`src/rtl/psw_pkg.sv`:
```
package psw_pkg;
  typedef enum logic {
    ST_IDLE = 1'b0,
    ST_RUN  = 1'b1
  } psw_state_e;
endpackage

```
`src/rtl/psw_cfg_stage.sv`:
```
module psw_cfg_stage #(
  parameter int A_W   = 6,
  parameter int B_W   = 13,
  parameter int SEL_W = 2,
  parameter int B_MIN = 3
) (
  input  logic             clk,
  input  logic             rst_n,
  input  logic             load,
  input  logic [SEL_W-1:0] sel_in,
  input  logic [A_W-1:0]   a_in,
  input  logic [B_W-1:0]   b_in,
  output logic [SEL_W-1:0] stg_sel,
  output logic [A_W-1:0]   stg_a,
  output logic [B_W-1:0]   stg_b,
  output logic             stg_ok
);
  always_ff @(posedge clk) begin
    if (!rst_n) begin
      stg_sel <= '0;
      stg_a   <= '0;
      stg_b   <= '0;
    end else if (load) begin
      stg_sel <= sel_in;
      stg_a   <= a_in;
      stg_b   <= b_in;
    end
  end

  // legal when the main count covers the swallow count and a minimum length
  always_comb begin
    stg_ok = (stg_b >= B_W'(B_MIN)) && (stg_b >= B_W'(stg_a));
  end
endmodule

```
`src/rtl/psw_prescaler.sv`:
```
module psw_prescaler #(
  parameter int SEL_W     = 2,
  parameter int PMIN_LOG2 = 3,
  parameter int PC_W      = PMIN_LOG2 + (1 << SEL_W)
) (
  input  logic             clk,
  input  logic             rst_n,
  input  logic             clr,
  input  logic             active,
  input  logic             reload,
  input  logic [SEL_W-1:0] len_sel,
  input  logic             len_plus1,
  output logic             tick,
  output logic [PC_W-1:0]  pc_o
);
  logic [PC_W-1:0] pc;
  logic [PC_W-1:0] base;
  logic [PC_W-1:0] len_m1;

  // prescaler cycle length minus one: P-1 or P
  always_comb begin
    base   = PC_W'(1) << PMIN_LOG2;
    base   = base << len_sel;
    len_m1 = len_plus1 ? base : base - PC_W'(1);
  end

  always_ff @(posedge clk) begin
    if (!rst_n) begin
      pc <= '0;
    end else if (clr) begin
      pc <= '0;
    end else if (reload) begin
      pc <= len_m1;
    end else if (active && (pc != '0)) begin
      pc <= pc - PC_W'(1);
    end
  end

  assign tick = active && (pc == '0);
  assign pc_o = pc;
endmodule

```
`src/rtl/psw_swallow.sv`:
```
module psw_swallow #(
  parameter int A_W = 6,
  parameter int B_W = 13
) (
  input  logic           clk,
  input  logic           rst_n,
  input  logic           clr,
  input  logic           load,
  input  logic           step,
  input  logic [A_W-1:0] a_ld,
  input  logic [B_W-1:0] b_ld,
  output logic [A_W-1:0] a_cnt,
  output logic [B_W-1:0] b_cnt,
  output logic           last,
  output logic           plus1_next,
  output logic           swallow_on
);
  always_ff @(posedge clk) begin
    if (!rst_n) begin
      a_cnt <= '0;
      b_cnt <= '0;
    end else if (clr) begin
      a_cnt <= '0;
      b_cnt <= '0;
    end else if (load) begin
      a_cnt <= a_ld;
      b_cnt <= b_ld;
    end else if (step) begin
      a_cnt <= a_cnt - A_W'(a_cnt != '0);
      b_cnt <= b_cnt - B_W'(1);
    end
  end

  assign last       = (b_cnt == B_W'(1));
  assign plus1_next = (a_cnt > A_W'(1));
  assign swallow_on = (a_cnt != '0);
endmodule

```
`src/rtl/psw_divider.sv`:
```
module psw_divider #(
  parameter int A_W       = 6,
  parameter int B_W       = 13,
  parameter int SEL_W     = 2,
  parameter int PMIN_LOG2 = 3,
  parameter int B_MIN     = 3
) (
  input  logic             clk,
  input  logic             rst_n,
  input  logic             en,
  input  logic             cfg_load,
  input  logic [SEL_W-1:0] cfg_psel,
  input  logic [A_W-1:0]   cfg_a,
  input  logic [B_W-1:0]   cfg_b,
  output logic             fb_pulse,
  output logic             mod_ctl,
  output logic             cfg_bad
);
  import psw_pkg::*;

  localparam int PC_W = PMIN_LOG2 + (1 << SEL_W);

  psw_state_e       state;
  logic             running;
  logic [SEL_W-1:0] stg_sel;
  logic [A_W-1:0]   stg_a;
  logic [B_W-1:0]   stg_b;
  logic             stg_ok;
  logic [SEL_W-1:0] act_sel;
  logic             tick;
  logic             last;
  logic             plus1_next;
  logic             swallow_on;
  logic [A_W-1:0]   a_cnt;
  logic [B_W-1:0]   b_cnt;
  logic [PC_W-1:0]  pc;
  logic             boundary;
  logic             start;
  logic             restart;
  logic             ld;
  logic             step;
  logic             clr;
  logic             pulse_q;
  logic [SEL_W-1:0] len_sel;
  logic             len_plus1;

  psw_cfg_stage #(
    .A_W(A_W), .B_W(B_W), .SEL_W(SEL_W), .B_MIN(B_MIN)
  ) u_stage (
    .clk(clk), .rst_n(rst_n), .load(cfg_load),
    .sel_in(cfg_psel), .a_in(cfg_a), .b_in(cfg_b),
    .stg_sel(stg_sel), .stg_a(stg_a), .stg_b(stg_b), .stg_ok(stg_ok)
  );

  assign running  = (state == ST_RUN);
  assign boundary = tick && last;
  assign start    = (state == ST_IDLE) && en && stg_ok;
  assign restart  = running && en && boundary && stg_ok;
  assign ld       = start || restart;
  assign step     = running && en && tick && !last;
  assign clr      = running && (!en || (boundary && !stg_ok));

  // a new period takes its modulus from the staged setting
  assign len_sel   = ld ? stg_sel : act_sel;
  assign len_plus1 = ld ? (stg_a != '0) : plus1_next;

  psw_prescaler #(
    .SEL_W(SEL_W), .PMIN_LOG2(PMIN_LOG2), .PC_W(PC_W)
  ) u_presc (
    .clk(clk), .rst_n(rst_n), .clr(clr), .active(running && en),
    .reload(ld || step), .len_sel(len_sel), .len_plus1(len_plus1),
    .tick(tick), .pc_o(pc)
  );

  psw_swallow #(
    .A_W(A_W), .B_W(B_W)
  ) u_swallow (
    .clk(clk), .rst_n(rst_n), .clr(clr), .load(ld), .step(step),
    .a_ld(stg_a), .b_ld(stg_b),
    .a_cnt(a_cnt), .b_cnt(b_cnt), .last(last),
    .plus1_next(plus1_next), .swallow_on(swallow_on)
  );

  always_ff @(posedge clk) begin
    if (!rst_n) begin
      state   <= ST_IDLE;
      act_sel <= '0;
      pulse_q <= 1'b0;
    end else begin
      pulse_q <= running && en && boundary;
      if (ld) begin
        act_sel <= stg_sel;
      end
      case (state)
        ST_IDLE: if (start) state <= ST_RUN;
        ST_RUN:  if (clr)   state <= ST_IDLE;
        default:            state <= ST_IDLE;
      endcase
    end
  end

  assign fb_pulse = pulse_q;
  assign mod_ctl  = swallow_on;
  assign cfg_bad  = !stg_ok;
endmodule

```
`config.mk`:
```
export PLATFORM = sky130hd
export DESIGN_NAME = psw_divider
export DESIGN_NICKNAME = d
export VERILOG_FILES = /design/src/rtl/psw_pkg.sv /design/src/rtl/psw_cfg_stage.sv /design/src/rtl/psw_prescaler.sv /design/src/rtl/psw_swallow.sv /design/src/rtl/psw_divider.sv
export SDC_FILE = /design/constraint.sdc
export NUM_CORES = 1
export LEC_CHECK = 0
export ABC_CLOCK_PERIOD_IN_PS = 2900
export BUFFER_PORTS_ARGS = -buffer_cell sky130_fd_sc_hd__buf_2
export CAP_MARGIN = 40
export CORE_AREA = 5 5 80 82
export CTS_CLUSTER_DIAMETER = 150
export DETAILED_ROUTE_END_ITERATION = 10
export DIE_AREA = 0 0 85 87
export GPL_TIMING_DRIVEN = 0
export MAX_ROUTING_LAYER = met4
export PLACE_DENSITY = 0.72
export SYNTH_ARGS = -nofsm -noshare
export SYNTH_HDL_FRONTEND = slang
export SYNTH_HIERARCHICAL = 1
export SYNTH_SLANG_ARGS = --single-unit
```
`constraint.sdc`:
```
create_clock -name clk -period 2.9 [get_ports clk]
set_input_delay 0.145 -clock clk [delete_from_list [all_inputs] [get_ports clk]]
set_output_delay 0.145 -clock clk [all_outputs]
set_load 0.05 [all_outputs]
```
; Word-level counts from Yosys, hierarchy flattened
; Cells that the tools add are included.
[totals]
register_bits = 51
ramBits = 0
elab_cells = 58
latchBits = 0
input_bits = 25
output_inout_bits = 3
memories = 0
romBits = 0
[op_classes]
addsub = 4
mul = 0
n_reduce_logical = 26
n_mux = 12
div_mod_pow = 0
n_eq_ne = 1
bitwise_logic = 2
magnitude_cmp = 3
n_shift = 1
[op_table]
columns = operator, count
row1 = two-way mux 13 bit, 2
row2 = two-way mux 7 bit, 3
row3 = "subtractor 7 x 1 -> 7 bit, second input constant", 2
row4 = "equality test 13 x 1 -> 1 bit, second input constant", 1
row5 = "greater-or-equal comparator 13 x 2 -> 1 bit, second input constant", 1
row6 = greater-or-equal comparator 13 x 6 -> 1 bit, 1
row7 = logical AND 1 bit, 13
row8 = "subtractor 13 x 1 -> 13 bit, second input constant", 1
row9 = two-way mux 6 bit, 2
row10 = nonzero test 6 bit, 2
row11 = logical NOT 7 bit, 1
row12 = nonzero test 7 bit, 1
row13 = "left shift 4 x 2 -> 7 bit, first input constant", 1
row14 = "greater-than comparator 6 x 1 -> 1 bit, second input constant", 1
row15 = subtractor 6 x 1 -> 6 bit, 1
row16 = nonzero test 2 bit, 2
row17 = logical NOT 1 bit, 3
row18 = logical OR 1 bit, 3
row19 = two-way mux 1 bit, 3
row20 = two-way mux 2 bit, 1
row21 = NOT 1 bit, 2
row22 = case mux 1 bit (2 select lines), 1
row23 = OR reduction 2 bit, 1

; Longest topological paths before layout
; Gate-level depths: netlist (run 1).
[depth]
depth_word = 11
ltp_mapped = 14
ltp_nobuf = 13

; Cells and area by module
; The synthesis (run 1) kept the hierarchy.
[modules_own_cells]
columns = mod, cells_each, n_inst, area_each_um2, seq_area_each_um2
row1 = psw_swallow, 126, 1, 1077.3, 380.4
row2 = psw_cfg_stage, 93, 1, 969.7, 420.4
row3 = psw_prescaler, 57, 1, 483.0, 140.1
row4 = psw_divider, 31, 1, 246.5, 80.1

; Worst setup path after synthesis (run 1)
; No wires, ideal clock.
[synth_timing]
path_kind = register -> register
start = register u_swallow.b_cnt[4]
end = register u_presc.pc[3], in the netlist u_presc/pc_o[3]
slack_ps = -104
arrival_time_ps = 2934
synth_period_minus_slack_ps = 3004
required_ps = 2830
setup_ps = 70
n_path_buf = 2
stages_incl_launch_ff = 11
path_cell_list = dfxtp_1 -> or4_1 -> buf_6 -> nor4_1 -> nand2_2 -> a21oi_4 -> mux2_2 -> clkbuf_1 -> xor2_1 -> a211o_1 -> a21oi_1
[synth_via]
word_cells_on_any_way = 19
cone_classes = add/sub: 1 / eq/ne: 1 / shift: 1 / mux: 4 / reduce/logical: 12
[synth_rtl]
columns = element, line
row1 = "start, declared", psw_swallow.sv:13  ; output logic [B_W-1:0] b_cnt,
row2 = "start signal, assigned", psw_swallow.sv:27  ; b_cnt <= b_ld;
row3 = "start signal, assigned", psw_swallow.sv:30  ; b_cnt <= b_cnt - B_W'(1);
row4 = equality test 13 x 1 -> 1 bit, psw_swallow.sv:34  ; assign last = (b_cnt == B_W'(1));
row5 = named net last, psw_divider.sv:31  ; logic last;
row6 = logical AND 1 bit, psw_divider.sv:56  ; assign boundary = tick && last;
row7 = logical AND 1 bit (2 in a row), psw_divider.sv:58  ; assign restart = running && en && boundary && stg_ok;
row8 = logical OR 1 bit, psw_divider.sv:59  ; assign ld = start || restart;
row9 = named net ld, psw_divider.sv:40  ; logic ld;
row10 = two-way mux 1 bit, psw_divider.sv:65  ; assign len_plus1 = ld ? (stg_a != '0) : plus1_next;
row11 = named net len_plus1, psw_divider.sv:45  ; logic len_plus1;
row12 = two-way mux 7 bit, psw_prescaler.sv:24  ; len_m1 = len_plus1 ? base : base - PC_W'(1);
row13 = two-way mux 7 bit, psw_prescaler.sv:32  ; end else if (reload) begin
row14 = "end signal, assigned", psw_prescaler.sv:33  ; pc <= len_m1;
row15 = "end signal, assigned", psw_prescaler.sv:35  ; pc <= pc - PC_W'(1);
row16 = "end, declared", psw_prescaler.sv:16  ; logic [PC_W-1:0] pc;
; The timed path passes the listed nets, and every way through them passes these cells.
; A chain may end at the register's enable or synchronous reset.

; Worst setup path in the final report (run 1)
[layout_timing]
start = register u_swallow.b_cnt[4]
end = register u_presc.pc[3], in the netlist u_presc/pc_o[3]
[layout_via]
elab_chain_cells = 10
word_cells_on_any_way = 19
cone_classes = add/sub: 1 / eq/ne: 1 / shift: 1 / mux: 4 / reduce/logical: 12
[layout_rtl]
columns = element, line
row1 = equality test 13 x 1 -> 1 bit (*), psw_swallow.sv:34
row2 = named net last, psw_divider.sv:31
row3 = logical AND 1 bit (*), psw_divider.sv:56
row4 = logical AND 1 bit (*) (2 in a row), psw_divider.sv:58
row5 = logical OR 1 bit (*), psw_divider.sv:59
row6 = named net ld, psw_divider.sv:40
row7 = two-way mux 2 bit (*), n/a
row8 = named net len_sel[0], psw_divider.sv:44  ; logic [SEL_W-1:0] len_sel;
row9 = left shift 4 x 2 -> 7 bit (*), psw_prescaler.sv:23  ; base = base << len_sel;
row10 = subtractor 7 x 1 -> 7 bit, psw_prescaler.sv:24
row11 = two-way mux 7 bit (*), psw_prescaler.sv:24
row12 = two-way mux 7 bit (*), psw_prescaler.sv:32
; The timed path passes the listed nets; every way through them passes the cells marked *.

==> results of run 1 <==
## where the power goes
| part | internal [mW] | switching (mW) | leakage [nW] |
|---|---|---|---|
| logic | 0.190 | 0.239 | 0.824 |
| clock network | 0.345 | 0.231 | 0.0654 |
| registers | 0.754 | 0.0573 | 0.420 |
## layer usage
metal | up-vias | track usage, %
li1 | 1159 | -
met1 | 1060 | 20.43
met2 | 28 | 27.97
met3 | 5 | 3.217
met4 | 0 | 3.741
met5 | - | -
## Yosys cell counts (2+ instances only)
cell type | count | share of area [%]
nor3_2 | 2 | 0.72
inv_1 | 16 | 2.2
nor2_1 | 22 | 3.0
xor2_1 | 5 | 1.6
o31a_1 | 2 | 0.63
nor4_1 | 5 | 1.1
or2_2 | 2 | 0.45
clkbuf_1 | 10 | 1.4
nand2_1 | 16 | 2.2
nor4_2 | 4 | 1.8
dfxtp_1 | 51 | 37
or4_1 | 3 | 0.81
nand2b_1 | 5 | 1.1
o21ai_0 | 12 | 2.2
a211oi_1 | 4 | 1.1
or4_4 | 3 | 1.2
a21boi_0 | 2 | 0.54
or3_1 | 2 | 0.45
buf_4 | 2 | 0.54
nor3_1 | 7 | 1.3
mux2i_1 | 27 | 9.7
a31oi_1 | 3 | 0.68
nand3_1 | 7 | 1.3
ha_1 | 12 | 5.4
xnor2_1 | 11 | 3.5
mux2_2 | 3 | 1.2
nor2b_1 | 24 | 5.4
a21oi_1 | 19 | 3.4
## worst max path at each step
| stage | end | slack, ps | cells after the start | startpoint |
|---|---|---|---|---|
| floorplan | u_presc/pc_o[3] | 20 | 10 | u_swallow/b_cnt[4] |
| global placement | u_presc/pc_o[3] | -300 | 10 | u_swallow/b_cnt[4] |
| detailed placement | u_presc/pc_o[3] | -340 | 10 | u_swallow/b_cnt[2] |
| CTS | u_presc/pc_o[3] | 8 | 14 | u_stage/stg_a[2] |
| global route | u_presc/pc_o[3] | -40 | 14 | u_stage/stg_a[2] |
| finish | u_presc/pc_o[3] | 100 | 11 | u_swallow/b_cnt[4] |
## worst min-delay path: cells and delay by family
kind          cells  cell delay [ps]
simple gates      1               90
buf+inv           1               70
mux               1               50
## layout make-up
cell class	count	area [um^2]	area share, %
plain buffers	13	65.06	2.019
clock buffers	6	72.57	2.252
clock inverters	2	60.06	1.864
inverters	16	60.06	1.864
multi-input cells	225	1660	51.53
flip-flops and latches	51	1023	31.77
well taps	75	93.84	2.913
repair buffers	33	186.4	5.786
## state kept, by name (all words and copies together), names as in the netlist
register and flops:
act_sel 2, u_stage/stg_sel 2, u_swallow/a_cnt 6, running 1, u_stage/stg_b 13, u_stage/stg_a 6, u_swallow/b_cnt 13, fb_pulse 1
u_presc/pc_o 7
## through the flow
step | instances | hold WS, ps
floorplan | 307 | 264.2
global placement | 408 | 398.1
detailed placement | 408 | 408.5
CTS | 418 | 84.60
global route | 421 | 86.77
finish | 421 | 88.30
## cells by family (layout without fill, tap and decap cells)
| kind of cell | count (synthesis) | count (layout) | synth area share [%] |
|---|---|---|---|
| muxes | 30 | 30 | 10.95 |
| DFF | 51 | 51 | 36.77 |
| xor gates and xnor gates | 16 | 16 | 5.047 |
| and+or+nand+nor | 109 | 109 | 22.76 |
| adders and majority gates | 12 | 12 | 5.408 |
| AOI/OAI and AO/OA | 58 | 58 | 14.29 |
| buffers and inverters | 31 | 70 | 4.777 |
## what timing repair did
| action | CTS | global route |
|---|---|---|
| endpoints found under the setup margin | 7 | 6 |
| setup buffers | 3 | 4 |
| pin swaps | 2 | 5 |
| gates cloned | 0 | 0 |
| gates resized for setup | 2 | 8 |
==> impl_metrics.toml, run 1 <==
[run_status]
status = "completed"

[routing]
drcViolationCount = 0
highest_layer = "met4"
avgViaCountPerCell = 5.349
firstDrtPassIters = 4
drt_wl_total_mm = 5.893
avgRoutedWirePerCell_um = 14.00
num_vias = 2252
met3_length_um = 184
wirelength_met1_mm = 2.722
drt_iter0_markers = 164
ant_nets = 0
met2_length_mm = 2.944

[sta]
fmax_mhz = 357.5
slew_headroom_pct = 64.82
rsz0062_at_grt = "yes"
worst_pin_slew_ps = 527.7
min_period_over_period_pct = 96.45
tns_ps = 0
clock_skew_ps = 11.81
period_minus_slack_ps = 2797
slew_violations = 0
setup_slack_ps = 103.0
hold_viol = 0
setup_violations = 0

[place]
io_buffer_count = 26
place_ws_ps = -337.1
placed_area_mm2 = 0.003007
place.gp.congestion = 0.8429
hpwl_mm = 4.370

[power_and_ir_drop]
power_mw = 1.815
peakVddDrop_mv = 0.3098
p_leak_nw = 1.309
power.density_mw_per_mm2 = 563.5

[critical_path]
worstPathArrival_ps = 3030
cpMostUsedCell = "buf_6"
crit_slowest_cell = "or4_1"
r2r_cells = 11
r2r-start = "u_swallow/b_cnt[4]"
rrSetupSlack_ps = 100
worstSetupPathType = "reg -> reg"
crit_required_ps = 3130
cp_cell_sequence = "or4_1, buf_6, nor4_4, nand2_2, a21oi_4, buf_6, mux2_2, nor2_2, xor2_1, a211o_1, a21oi_1"
crit_family = "simple AND/OR/NAND/NOR gates"
crit_buf_inv = 2
timing.rr.end = "u_presc/pc_o[3]"
cp-start-kind = "flip-flop"
worstPathMaxFanout = 9
slowest_delay_ps = 530
cp-end-kind = "flip-flop"

[min_path]
min_to = "u_stage/stg_a[5]"
hold_depth = 3
holdCritStartpoint = "cfg_a[5]"
hold_class = "in -> reg"

[die]
initial_core_util_pct = 48.92
die_x_um = 85
io_pins = 28
rows = 28
coreArea_mm2 = 0.005675
dieHeight_um = 87
fp.dieArea_mm2 = 0.007395

[cts]
htreeDepth = 2
cts_tree = "done"
cts-hold-fix-buffers = 0
clockBufferDepth = 2
cts.clk_slew.worst_paths_ps = 100
cts_made_buffers = 5
cts_root_buf = "clkbuf_8"
cts.sinks = 51
clock_latency_ps = 300

[cells_and_area]
fill_cells = 503
utilization_pct = 56.77
stdcell_area_mm2 = 0.003222
mostFrequentLayoutCells = "49 x dfxtp_1, 27 x mux2i_1, 27 x buf_2, 24 x nor2b_1, 21 x nor2_1"
drive_above_1_share_pct = 20.81
area_delta_synth_final_pct = 16.04
antennaDiodeCount = 0
nNetsFinal = 382
layout_commonest_cell = "dfxtp_1"

[yosys]
ys_seq_area_share_pct = 36.77
synth_ff_type = "dfxtp_1"
synth_edf_count = 0
ys_ff_latch = 51
syn_area_per_cell_um2 = 9.044
ys_async_sr_fraction_pct = 0
syn_nets = 344
netlist_area_mm2 = 0.002776
synth.distinct_cells = 54
ys_warn_count = 6
synthCells = 307

[grt]
grt_usage_pct = 16.52
grt_pass1_vias = 2101
antenna_found_initial = 0
grt_pass1_wl_mm = 9.715
grt_max_degree = 16
grt.overflow.total = 0

[job]
maxCapViolCount = 0
Power figures use the tool's default switching activity.
==> inputs of run 2 (changes only) <==
--- a/config.mk
+++ b/config.mk
@@ -5,16 +5,17 @@
 export SDC_FILE = /design/constraint.sdc
 export NUM_CORES = 1
 export LEC_CHECK = 0
+export ABC_AREA = 1
 export ABC_CLOCK_PERIOD_IN_PS = 2900
 export BUFFER_PORTS_ARGS = -buffer_cell sky130_fd_sc_hd__buf_2
 export CAP_MARGIN = 40
-export CORE_AREA = 5 5 80 82
+export CORE_AREA = 5 5 83 85
 export CTS_CLUSTER_DIAMETER = 150
 export DETAILED_ROUTE_END_ITERATION = 10
-export DIE_AREA = 0 0 85 87
+export DIE_AREA = 0 0 88 90
 export GPL_TIMING_DRIVEN = 0
 export MAX_ROUTING_LAYER = met4
-export PLACE_DENSITY = 0.72
+export PLACE_DENSITY = 0.71
 export SYNTH_ARGS = -nofsm -noshare
 export SYNTH_HDL_FRONTEND = slang
 export SYNTH_HIERARCHICAL = 1
==> run 2 against run 1 <==
  * Die area is 7.1% higher
  * Worst setup slack better by 230 ps
  * Hold slack worse by 22 ps
  * Global-route usage is 2.6 points higher
  * Sequential share of layout area is 1.0 points lower
  * Register-to-register slack better by 230 ps
  * Combinational power is 27% higher
  * Via count is 26% higher
  * Critical path depth is 4 higher
  * Clock power is 22% lower
  * Synthesized cell count is 44% higher
==> impl_metrics.toml, run 2 <==
[run_status]
status = "completed"

[cts]
cts_tree = "done"
cts.sinks = 51
clock_latency_ps = 300
cts-hold-fix-buffers = 0
htreeDepth = 2
clockBufferDepth = 2
cts.clk_slew.worst_paths_ps = 90
post-cts-setup-buffer-count = 0
cts_made_buffers = 5
post_cts_resize_count = 0
cts_root_buf = "clkbuf_8"

[place]
io_buffer_count = 27
place_ws_ps = 370.5
place.gp.congestion = 0.8820
hpwl_mm = 5.251

[sta]
hold_viol = 0
setup_slack_ps = 335.2
slew_headroom_pct = 54.70
fmax_mhz = 389.9
period_minus_slack_ps = 2565
setup_violations = 0
worst_pin_slew_ps = 673.3
tns_ps = 0
clock_skew_ps = 4.945
slew_violations = 0
min_period_over_period_pct = 88.44
rsz0062_at_grt = "no"

[yosys]
syn_area_per_cell_um2 = 6.750
yosysTopAreaCell = "dfxtp_1"
synth.distinct_cells = 30
synth_ff_type = "dfxtp_1"
synth_edf_count = 0
netlist_area_mm2 = 0.002990
ys_async_sr_fraction_pct = 0
synthCells = 443
synth_area_leaders = "dfxtp_1 34%, nand2_1 11%, nor2_1 8.3%"
ys_warn_count = 6
ys_seq_area_share_pct = 34.14
synth_common_cells = "85 x nand2_1, 66 x nor2_1, 60 x inv_1"
syn_nets = 480
ys_ff_latch = 51
synth_top_area_share_pct = 34.14
synth.most_common_cell = "nand2_1"

[power_and_ir_drop]
p_int_mw = 1.174
peakVddDrop_mv = 0.3425
p_leak_nw = 1.610
p_sw_share_pct = 34.92
clock_power_share_pct = 25.1
power_mw = 1.804
power.density_mw_per_mm2 = 543.0
p_sw_uw = 629.8
pwr-share-seq_pct = 44.8
p_comb_share_pct = 30.1

[die]
fp.dieArea_mm2 = 0.007920
dieHeight_um = 90
coreArea_mm2 = 0.006132
die_x_um = 88
io_pins = 28
initial_core_util_pct = 48.77
rows = 29

[critical_path]
worstPathArrival_ps = 2780
r2r-start = "u_swallow/b_cnt[4]"
crit_required_ps = 3110
critPathLaunch = "u_swallow/b_cnt[4]"
cp-start-kind = "flip-flop"
worstSetupPathType = "reg -> reg"
cp-end-kind = "flip-flop"
worstPathMaxFanout = 10
r2r_cells = 15

[cells_and_area]
drive_above_1_share_pct = 15.06
multi_input_area_mm2 = 0.001633
area_delta_synth_final_pct = 11.09
nNetsFinal = 514
seqCellArea_mm2 = 0.001021
mostFrequentLayoutCells = "85 x nand2_1, 66 x nor2_1, 60 x inv_1, 51 x dfxtp_1, 36 x o21ai_0"
layout_commonest_cell = "nand2_1"
antennaDiodeCount = 0
fill_cells = 597

[routing]
drt_wl_total_mm = 6.971
drt_iter0_markers = 220
num_vias = 2832
firstDrtPassIters = 4
avgRoutedWirePerCell_um = 12.56
ant_nets = 0
avgViaCountPerCell = 5.103
drcViolationCount = 0

[grt]
grt_pass1_wl_mm = 12.14
grt_max_degree = 15
grt_pass1_vias = 2705
grt_usage_pct = 19.12
antenna_found_initial = 0
grt.overflow.total = 0

[min_path]
hold_class = "in -> reg"
holdCritStartpoint = "cfg_b[2]"
hold_depth = 3

[job]
maxCapViolCount = 0
[run 2: power by group through the flow]
| stage | combinational [mW] | sequential (mW) | clock (mW) |
|---|---|---|---|
| after floorplan | 0.429 | 0.808 | 0 |
| after global placement | 0.524 | 0.822 | 0 |
| after detailed placement | 0.535 | 0.824 | 0 |
| after CTS | 0.539 | 0.808 | 0.466 |
| after global routing | 0.620 | 0.817 | 0.497 |
| final | 0.543 | 0.809 | 0.452 |
[run 2: critical path: stages, from the launching register on]
cell and delay (ps):
dfxtp_1 350, nor2_2 220, nand4_1 140, nor4_1 540, nand2_2 170, nand2_2 140
nand2_4 70, inv_1 80, buf_6 150, inv_2 70, nand2_2 120, inv_2 80
a22oi_1 130, o21ai_0 110, nand2_1 60, inv_1 30
[run 2: metrics by stage]
step                      hold WS [ps]  std cells  cell area (um^2)  util [%]
after floorplan                  279.9        443              2990         -
after global routing             54.45        555              3322     54.17
after CTS                        55.57        555              3322     54.17
after detailed placement         374.3        547              3222     52.54
final                            65.93        555              3322     54.17
after global placement           368.7        547              3222     52.54
[run 2: cell families after synthesis]
group	Yosys count	synth area share, %
compound gates	86	15.90
fa+ha+maj	12	5.021
flops	51	34.14
xor+xnor	3	0.8788
buf+inv	77	11.25
simple gates	214	32.80
[run 2: path summary, 6_finish.rpt]
kind                        end  slack (ps)
max reg2reg  u_swallow/b_cnt[0]         340
min            u_stage/stg_b[2]          70
min reg2reg     u_presc/pc_o[0]         500
max          u_swallow/b_cnt[0]         340
[run 2: cell type report]
class | instances | share of cell area [%]
well taps | 77 | 2.900
clock buffers | 8 | 3.013
multi-input cells | 315 | 49.15
plain buffers | 11 | 2.674
flip-flops and latches | 51 | 30.73
repair buffers | 27 | 4.068
inverters | 66 | 7.458
[run 2: metal layers]
layer | wire, um | global-route usage [%] | up-vias
met5 | 0 | - | -
met4 | 87 | 5.499 | 0
met3 | 403 | 3.199 | 8
met2 | 3064 | 27.76 | 68
met1 | 3415 | 27.15 | 1257
li1 | - | - | 1499
